[config.mk]
export PLATFORM = sky130hd
export DESIGN_NAME = ra_validity_tracker
export DESIGN_NICKNAME = d
export VERILOG_FILES = /design/src/rtl/ra_validity_pkg.sv /design/src/rtl/ra_inv_bits.sv /design/src/rtl/ra_mode_fsm.sv /design/src/rtl/ra_head_ctl.sv /design/src/rtl/ra_validity_tracker.sv
export SDC_FILE = /design/constraint.sdc
export NUM_CORES = 1
export LEC_CHECK = 0
export CAP_MARGIN = 30
export CORE_ASPECT_RATIO = 1.75
export CORE_MARGIN = 2
export CORE_UTILIZATION = 35
export DETAILED_ROUTE_END_ITERATION = 10
export PLACE_DENSITY_LB_ADDON = 0.25
export SETUP_SLACK_MARGIN = 0.4
export SYNTH_ARGS = -nofsm -noshare
export SYNTH_HDL_FRONTEND = slang
export SYNTH_SLANG_ARGS = --single-unit
[constraint.sdc]
create_clock -name clk -period 3.9 [get_ports clk]
set_input_delay 0.78 -clock clk [delete_from_list [all_inputs] [get_ports clk]]
set_output_delay 0.78 -clock clk [all_outputs]
set_load 0.005 [all_outputs]
[src/rtl/ra_validity_pkg.sv]
package ra_validity_pkg;

    typedef enum logic [1:0] {
        ST_NORMAL   = 2'd0,
        ST_RUNAHEAD = 2'd1,
        ST_DRAIN    = 2'd2
    } ra_state_e;

endpackage

[src/rtl/ra_inv_bits.sv]
module ra_inv_bits #(
    parameter int N = 64,
    localparam int IW = (N > 1) ? $clog2(N) : 1
) (
    input  logic          clk,
    input  logic          rst_n,
    input  logic          flush,
    input  logic          set_en,
    input  logic [IW-1:0] set_idx,
    input  logic          clr_en,
    input  logic [IW-1:0] clr_idx,
    output logic [N-1:0]  bits
);

    // flush beats set, set beats clear
    for (genvar i = 0; i < N; i++) begin : g_bit
        always_ff @(posedge clk) begin
            if (!rst_n) begin
                bits[i] <= 1'b0;
            end else if (flush) begin
                bits[i] <= 1'b0;
            end else if (set_en && (set_idx == IW'(i))) begin
                bits[i] <= 1'b1;
            end else if (clr_en && (clr_idx == IW'(i))) begin
                bits[i] <= 1'b0;
            end
        end
    end

endmodule

[src/rtl/ra_mode_fsm.sv]
module ra_mode_fsm
    import ra_validity_pkg::*;
(
    input  logic      clk,
    input  logic      rst_n,
    input  logic      enter,
    input  logic      leave,
    input  logic      popped,
    output ra_state_e state,
    output logic      trig_pend,
    output logic      flush
);

    ra_state_e state_nx;
    logic      trig_nx;

    always_ff @(posedge clk) begin
        if (!rst_n) begin
            state     <= ST_NORMAL;
            trig_pend <= 1'b0;
        end else begin
            state     <= state_nx;
            trig_pend <= trig_nx;
        end
    end

    always_comb begin
        state_nx = state;
        trig_nx  = trig_pend;
        flush    = 1'b0;
        unique case (state)
            ST_NORMAL: begin
                if (enter) begin
                    state_nx = ST_RUNAHEAD;
                    trig_nx  = 1'b1;
                end
            end
            ST_RUNAHEAD: begin
                if (popped) trig_nx = 1'b0;
                if (leave) begin
                    state_nx = ST_DRAIN;
                    trig_nx  = 1'b0;
                    flush    = 1'b1;
                end
            end
            ST_DRAIN: begin
                state_nx = ST_NORMAL;
            end
            default: begin
                state_nx = ST_NORMAL;
                trig_nx  = 1'b0;
            end
        endcase
    end

endmodule

[src/rtl/ra_head_ctl.sv]
module ra_head_ctl
    import ra_validity_pkg::*;
(
    input  ra_state_e state,
    input  logic      trig_pend,
    input  logic      head_valid,
    input  logic      head_inv,
    input  logic      head_done,
    output logic      pop,
    output logic      commit,
    output logic      pseudo
);

    always_comb begin
        pop    = 1'b0;
        commit = 1'b0;
        pseudo = 1'b0;
        unique case (state)
            ST_NORMAL: begin
                commit = head_valid && head_done;
                pop    = commit;
            end
            ST_RUNAHEAD: begin
                pseudo = head_valid && (head_inv || head_done || trig_pend);
                pop    = pseudo;
            end
            ST_DRAIN: begin
                pop = 1'b0;
            end
            default: begin
                pop = 1'b0;
            end
        endcase
    end

endmodule

[src/rtl/ra_validity_tracker.sv]
module ra_validity_tracker
    import ra_validity_pkg::*;
#(
    parameter int NPREG = 64,
    parameter int NSB   = 16,
    localparam int TAG_W = $clog2(NPREG),
    localparam int SB_W  = $clog2(NSB)
) (
    input  logic             clk,
    input  logic             rst_n,
    input  logic             ra_enter,
    input  logic             ra_exit,
    input  logic [TAG_W-1:0] trig_tag,
    output logic             ra_active,
    input  logic             iss_valid,
    input  logic             iss_src0_used,
    input  logic [TAG_W-1:0] iss_src0_tag,
    input  logic             iss_src1_used,
    input  logic [TAG_W-1:0] iss_src1_tag,
    input  logic             iss_dst_we,
    input  logic [TAG_W-1:0] iss_dst_tag,
    input  logic             iss_is_store,
    input  logic             iss_fwd,
    input  logic [SB_W-1:0]  iss_sb_idx,
    output logic             iss_inv,
    input  logic             wb_valid,
    input  logic             wb_dst_we,
    input  logic [TAG_W-1:0] wb_dst_tag,
    input  logic             wb_is_store,
    input  logic [SB_W-1:0]  wb_sb_idx,
    input  logic             head_valid,
    input  logic             head_inv,
    input  logic             head_done,
    output logic             head_pop,
    output logic             head_commit,
    output logic             head_pseudo
);

    ra_state_e        state;
    logic             trig_pend;
    logic             flush;
    logic             in_ra;
    logic [NPREG-1:0] reg_inv;
    logic [NSB-1:0]   sb_inv;
    logic             reg_set;
    logic [TAG_W-1:0] reg_set_idx;
    logic             reg_clr;
    logic             sb_set;
    logic             sb_clr;

    ra_mode_fsm u_fsm (
        .clk       (clk),
        .rst_n     (rst_n),
        .enter     (ra_enter),
        .leave     (ra_exit),
        .popped    (head_pop),
        .state     (state),
        .trig_pend (trig_pend),
        .flush     (flush)
    );

    assign in_ra     = (state == ST_RUNAHEAD);
    assign ra_active = in_ra;

    // issue-side poison check
    always_comb begin
        iss_inv = 1'b0;
        if (in_ra && iss_valid) begin
            iss_inv = (iss_src0_used && reg_inv[iss_src0_tag])
                   || (iss_src1_used && reg_inv[iss_src1_tag])
                   || (iss_fwd && sb_inv[iss_sb_idx]);
        end
    end

    always_comb begin
        if (state == ST_NORMAL) begin
            reg_set     = ra_enter;
            reg_set_idx = trig_tag;
        end else begin
            reg_set     = in_ra && iss_valid && iss_dst_we && iss_inv;
            reg_set_idx = iss_dst_tag;
        end
    end

    assign reg_clr = in_ra && wb_valid && wb_dst_we;
    assign sb_set  = in_ra && iss_valid && iss_is_store && iss_inv;
    assign sb_clr  = in_ra && wb_valid && wb_is_store;

    ra_inv_bits #(.N(NPREG)) u_reg_bits (
        .clk     (clk),
        .rst_n   (rst_n),
        .flush   (flush),
        .set_en  (reg_set),
        .set_idx (reg_set_idx),
        .clr_en  (reg_clr),
        .clr_idx (wb_dst_tag),
        .bits    (reg_inv)
    );

    ra_inv_bits #(.N(NSB)) u_sb_bits (
        .clk     (clk),
        .rst_n   (rst_n),
        .flush   (flush),
        .set_en  (sb_set),
        .set_idx (iss_sb_idx),
        .clr_en  (sb_clr),
        .clr_idx (wb_sb_idx),
        .bits    (sb_inv)
    );

    ra_head_ctl u_head (
        .state      (state),
        .trig_pend  (trig_pend),
        .head_valid (head_valid),
        .head_inv   (head_inv),
        .head_done  (head_done),
        .pop        (head_pop),
        .commit     (head_commit),
        .pseudo     (head_pseudo)
    );

endmodule

# == Yosys cells after proc, flatten, opt, wreduce, memory -nomap -nowiden ==
# Index checks and enable logic that the tools add are counted.
# totals
regBits,83
inputBits,54
output_inout_bits,5
word_cells,694
# op_classes
order_cmp,3
n_eq_ne,161
muxes,181
bitwise_logic,2
reduce_logical,265
# op_table
operator,n
6-bit == test (second input constant),64
6-bit by 5-bit == test with 1-bit output (second input constant),32
1-bit logical AND,173
1-bit two-way mux,172
2-bit nonzero test,80
6-bit by 4-bit == test with 1-bit output (second input constant),16
4-bit == test (second input constant),16
6-bit by 3-bit == test with 1-bit output (second input constant),8
4-bit by 3-bit == test with 1-bit output (second input constant),8
6-bit by 2-bit == test with 1-bit output (second input constant),4
4-bit by 2-bit == test with 1-bit output (second input constant),4
6-bit by 7-bit < comparator with 1-bit output (second input constant),2
1-bit binary-select mux with 6-bit select,2
6-bit by 1-bit == test with 1-bit output (second input constant),2
6-bit zero test,2
4-bit by 1-bit == test with 1-bit output (second input constant),2
4-bit zero test,2
6-bit two-way mux,1
4-bit by 5-bit < comparator with 1-bit output (second input constant),1
1-bit binary-select mux with 4-bit select,1
1-bit logical OR,4
2-bit two-way mux,2
2-bit inequality test (second input constant),2
2-bit case mux with 2 select lines,1
10 further kinds,11

# == Longest topological paths before layout ==
# depth
ltp_word,10
mapped_depth,12
depth_no_buf,8

# == Hierarchy ==
# From an unflattened synthesis, not the netlist that was laid out.
# unflattened
cells_unflattened,467
hier_area_um2,4991.0
# modules_own_cells
module,n_inst,cells_per_inst,area_each_um2,seq_area_each_um2
ra_inv_bits at u_reg_bits,1,265,2686.3,1281.2
ra_validity_tracker,1,116,1381.3,0.0
ra_inv_bits at u_sb_bits,1,68,725.7,320.3
ra_mode_fsm,1,13,146.4,60.1
ra_head_ctl,1,5,51.3,0.0

# == Worst setup path after synthesis ==
# Ideal clock, no wire load.
# synth_path
path_type,input -> output
from,input port iss_src0_tag[2]
to,output port iss_inv
arrival_ps,2848
required_ps,3120
path_slack_ps,272
path_stages,10
n_path_buf,2
cell_sequence,buf_2 > buf_2 > mux4_2 > mux2_2 > nand2_1 > nand3_1 > nand4_1 > nand3_1 > o21ai_0 > inv_1
# synth_between
elab_chain_len,6
# synth_lines
item,line,rtl
start: declaration,ra_validity_tracker.sv:17,"input logic [TAG_W-1:0] iss_src0_tag,"
1-bit binary-select mux with 6-bit select,ra_validity_tracker.sv:69,iss_inv = (iss_src0_used && reg_inv[iss_src0_tag])
1-bit two-way mux (implied by the code),ra_validity_tracker.sv:69,
1-bit logical AND,ra_validity_tracker.sv:69,
1-bit logical OR,ra_validity_tracker.sv:70,|| (iss_src1_used && reg_inv[iss_src1_tag])
1-bit logical OR,ra_validity_tracker.sv:71,|| (iss_fwd && sb_inv[iss_sb_idx]);
1-bit two-way mux,ra_validity_tracker.sv:68,if (in_ra && iss_valid) begin
end: declaration,ra_validity_tracker.sv:25,"output logic iss_inv,"
# No other way between the ends. The select of a mux whose other input is x is not followed.

# == Worst setup path in the final report ==
# layout_path
from,input port iss_src0_tag[1]
to,output port iss_inv
# The elaborated chain is that of the path after synthesis.

==> impl_metrics.ini <==
[clocking]
clk_pin_slew_ns = 0.06
tritoncts = yes
postCtsHoldBufs = 0
cts_sinks = 83
cts_buffer_depth = 2
clock-root-buffer = clkbuf_16
cts-buffers-inserted = 9
h-tree-depth = 3
clk_latency_ns = 0.35

[global_routing]
grt_pass1_vias = 6254
grt_use_total_pct = 26.4
grt_pass1_wl_um = 35100
grt_max_degree = 55
antenna_found_initial = 0
grt-ovfl-total = 0

[cells_and_area]
areaGrowthSynthToFinish_pct = 27.0
drive_gt1_share_pct = 19.6
fin_nets = 773
layout_commonest_cell = dfxtp_1
stdcell_count = 912
antenna_cells = 0
layout_common_cells = dfxtp_1 (83), a31oi_1 (68), o31ai_1 (64), buf_4 (50)

[timing]
finalWorstSetupSlack_ns = 0.444
finalHoldViolations = 0
tightest_slew_ns = 0.926
fin_skew_ns = 0.00736
max_freq_ghz = 0.289
setup_viol = 0
post-route-period-util_pct = 88.6
fin_crit_ns = 3.46
slew_headroom_pct = 37.7
slew_viol_final = 0
rsz0062_at_grt = no

[logic_synthesis]
async_reset_ff_share_pct = 0
ys_types = 47
syn_nets = 699
ys_seq_area_share_pct = 29.2
yosys_warnings = 0
synth_fa_ha_area_share_pct = 0
ys_ff_latch = 83
synth_mux_area_share_pct = 15.2
synth_xor_area_share_pct = 0
ys.flop_type = dfxtp_1
synth-edff-count = 0
syn_area_mm2 = 0.00568
syn_inst = 645
syn_avg_cell_area_um2 = 8.81
yosys.area_share.simple_pct = 15.2
synth_top_family_by_area = compound AO/OA/AOI/OAI gates
synth_compound_area_share_pct = 35.2

[floorplan]
die_height_um = 173
die_x_um = 100
rows = 61
coreArea_mm2 = 0.0159
pin_count = 59
start_util_pct = 35.8
dieArea_mm2 = 0.0173

[placement]
dp.cells = 884
portBuffers = 58
routabilityCongestion = 0.938
hpwl_um = 17200
pre_cts_slack_ns = -0.291

[drt]
wl_um = 23000
vias_per_cell = 6.81
dr.pass1.iters = 6
post-route-drc-count = 0
num_vias = 6211
drt-wirelength-per-cell_um = 25.2
first_iter_violations = 672
ant_nets = 0

[worst_setup_path]
critPathRequiredTime_ns = 3.12
r2r_slack_ns = 1.07
cp-start-kind = input pin
worstSetupPathType = input pin to primary output
endpoint_kind = primary output
crit_fanout = 5
arrival_ns = 2.68

[pwr]
ir_drop_mv = 0.157
leakagePower_nw = 2.63
powerDensity_mw_per_mm2 = 309

[run_status]
status = complete, no violations

[hold_path]
min_path_type = flop to flop

[flow_run]
maxCapViolCount = 0
==> logic make-up after synthesis <==
group | Yosys count
AND/OR/NAND/NOR | 173
AO/OA/AOI/OAI | 269
buffers and inverters | 68
flip-flops | 83
multiplexers | 52
==> worst max-delay path: stages <==
cell	delay, ns
buf_4	0.11
buf_12	0.12
mux4_2	0.51
mux4_2	0.50
nor2_1	0.11
and4b_1	0.22
o21ai_2	0.16
inv_1	0.05
buf_2	0.12
==> final cells by class <==
type / instances / area (µm²)
inverters: 12 / 45.0
multi-input cells: 494 / 3850
repair buffers: 119 / 1110
clock inverters: 5 / 78.8
fillers: 1569 / 8660
well taps: 189 / 236
clock buffers: 10 / 229
flip-flops and latches: 83 / 1660
==> Yosys cell counts, drive strengths merged (2+ instances only) <==
master,instances,area (µm²)
a2111oi,4,35.0
clkbuf,38,143
o2111ai,2,17.5
nand3,26,130
mux2i,20,200
and4b,2,20.0
o311ai,16,140
nand3b,2,15.0
a211oi,3,22.5
o211a,22,220
a22oi,3,22.5
nor2,34,128
nor2b,9,56.3
o31a,2,17.5
o21a,6,45.0
nor3,5,25.0
nand2b,11,68.8
dfxtp,83,1660
o211ai,15,113
and3,5,31.3
and2,5,31.3
nand2,48,180
mux4,27,608
o31ai,64,480
a21oi,15,75.1
nand4,5,31.3
nand4b,2,17.5
or2,5,31.3
or3,7,43.8
o311a,23,230
nor3b,4,30.0
buf,18,105
mux2,5,56.3
inv,11,41.3
o21ai,22,121
a31oi,68,425
==> timing repair <==
item | CTS | global route
buffers inserted | 9 | 3
gates resized for setup | 56 | 12
endpoints found under the setup margin | 1 | 1
pin swaps | 9 | 4
cloned | 1 | 0
==> worst paths after layout <==
check                                         start             endpoint  depth (start not counted)
worst max-delay path                iss_src0_tag[1]              iss_inv                          9
worst min-delay path              u_sb_bits.bits[0]    u_sb_bits.bits[0]                          2
worst max register to register  u_reg_bits.bits[42]  u_reg_bits.bits[40]                         10
worst min register to register    u_sb_bits.bits[0]    u_sb_bits.bits[0]                          2
==> metal layers <==
layer	up-vias	global-route usage [%]	share of wire, %
met5	-	0	0
met4	0	18.9	7.7
met3	110	3.64	5.4
met2	317	47.6	53
met1	2999	27.0	34
li1	2785	-	-
==> report_power, final <==
group	internal, mW	switching (mW)
clock network	0.557	0.359
logic	0.170	0.279
registers	0.854	0.00736
total	1.58	0.646
==> state kept, by name, summed over array words and instances (netlist names) <==
signal,count
u_reg_bits.bits,64
u_sb_bits.bits,16
u_fsm.state,2
u_fsm.trig_pend,1
==> per-stage QoR <==
stage                     instance area (µm²)  hold WS (ns)  total power, mW  setup TNS [ns]  utilization, %
after detailed placement                 6690         0.485             1.30          -0.291            42.2
after global routing                     7220         0.524             2.29               0            45.5
final                                    7220         0.484             2.23               0            45.5
after floorplan                          5690         0.439             1.09               0               -
after global placement                   6690         0.476             1.29          -0.298            42.2
after CTS                                7190         0.495             2.22               0            45.3
Power figures use the tool's default switching activity.
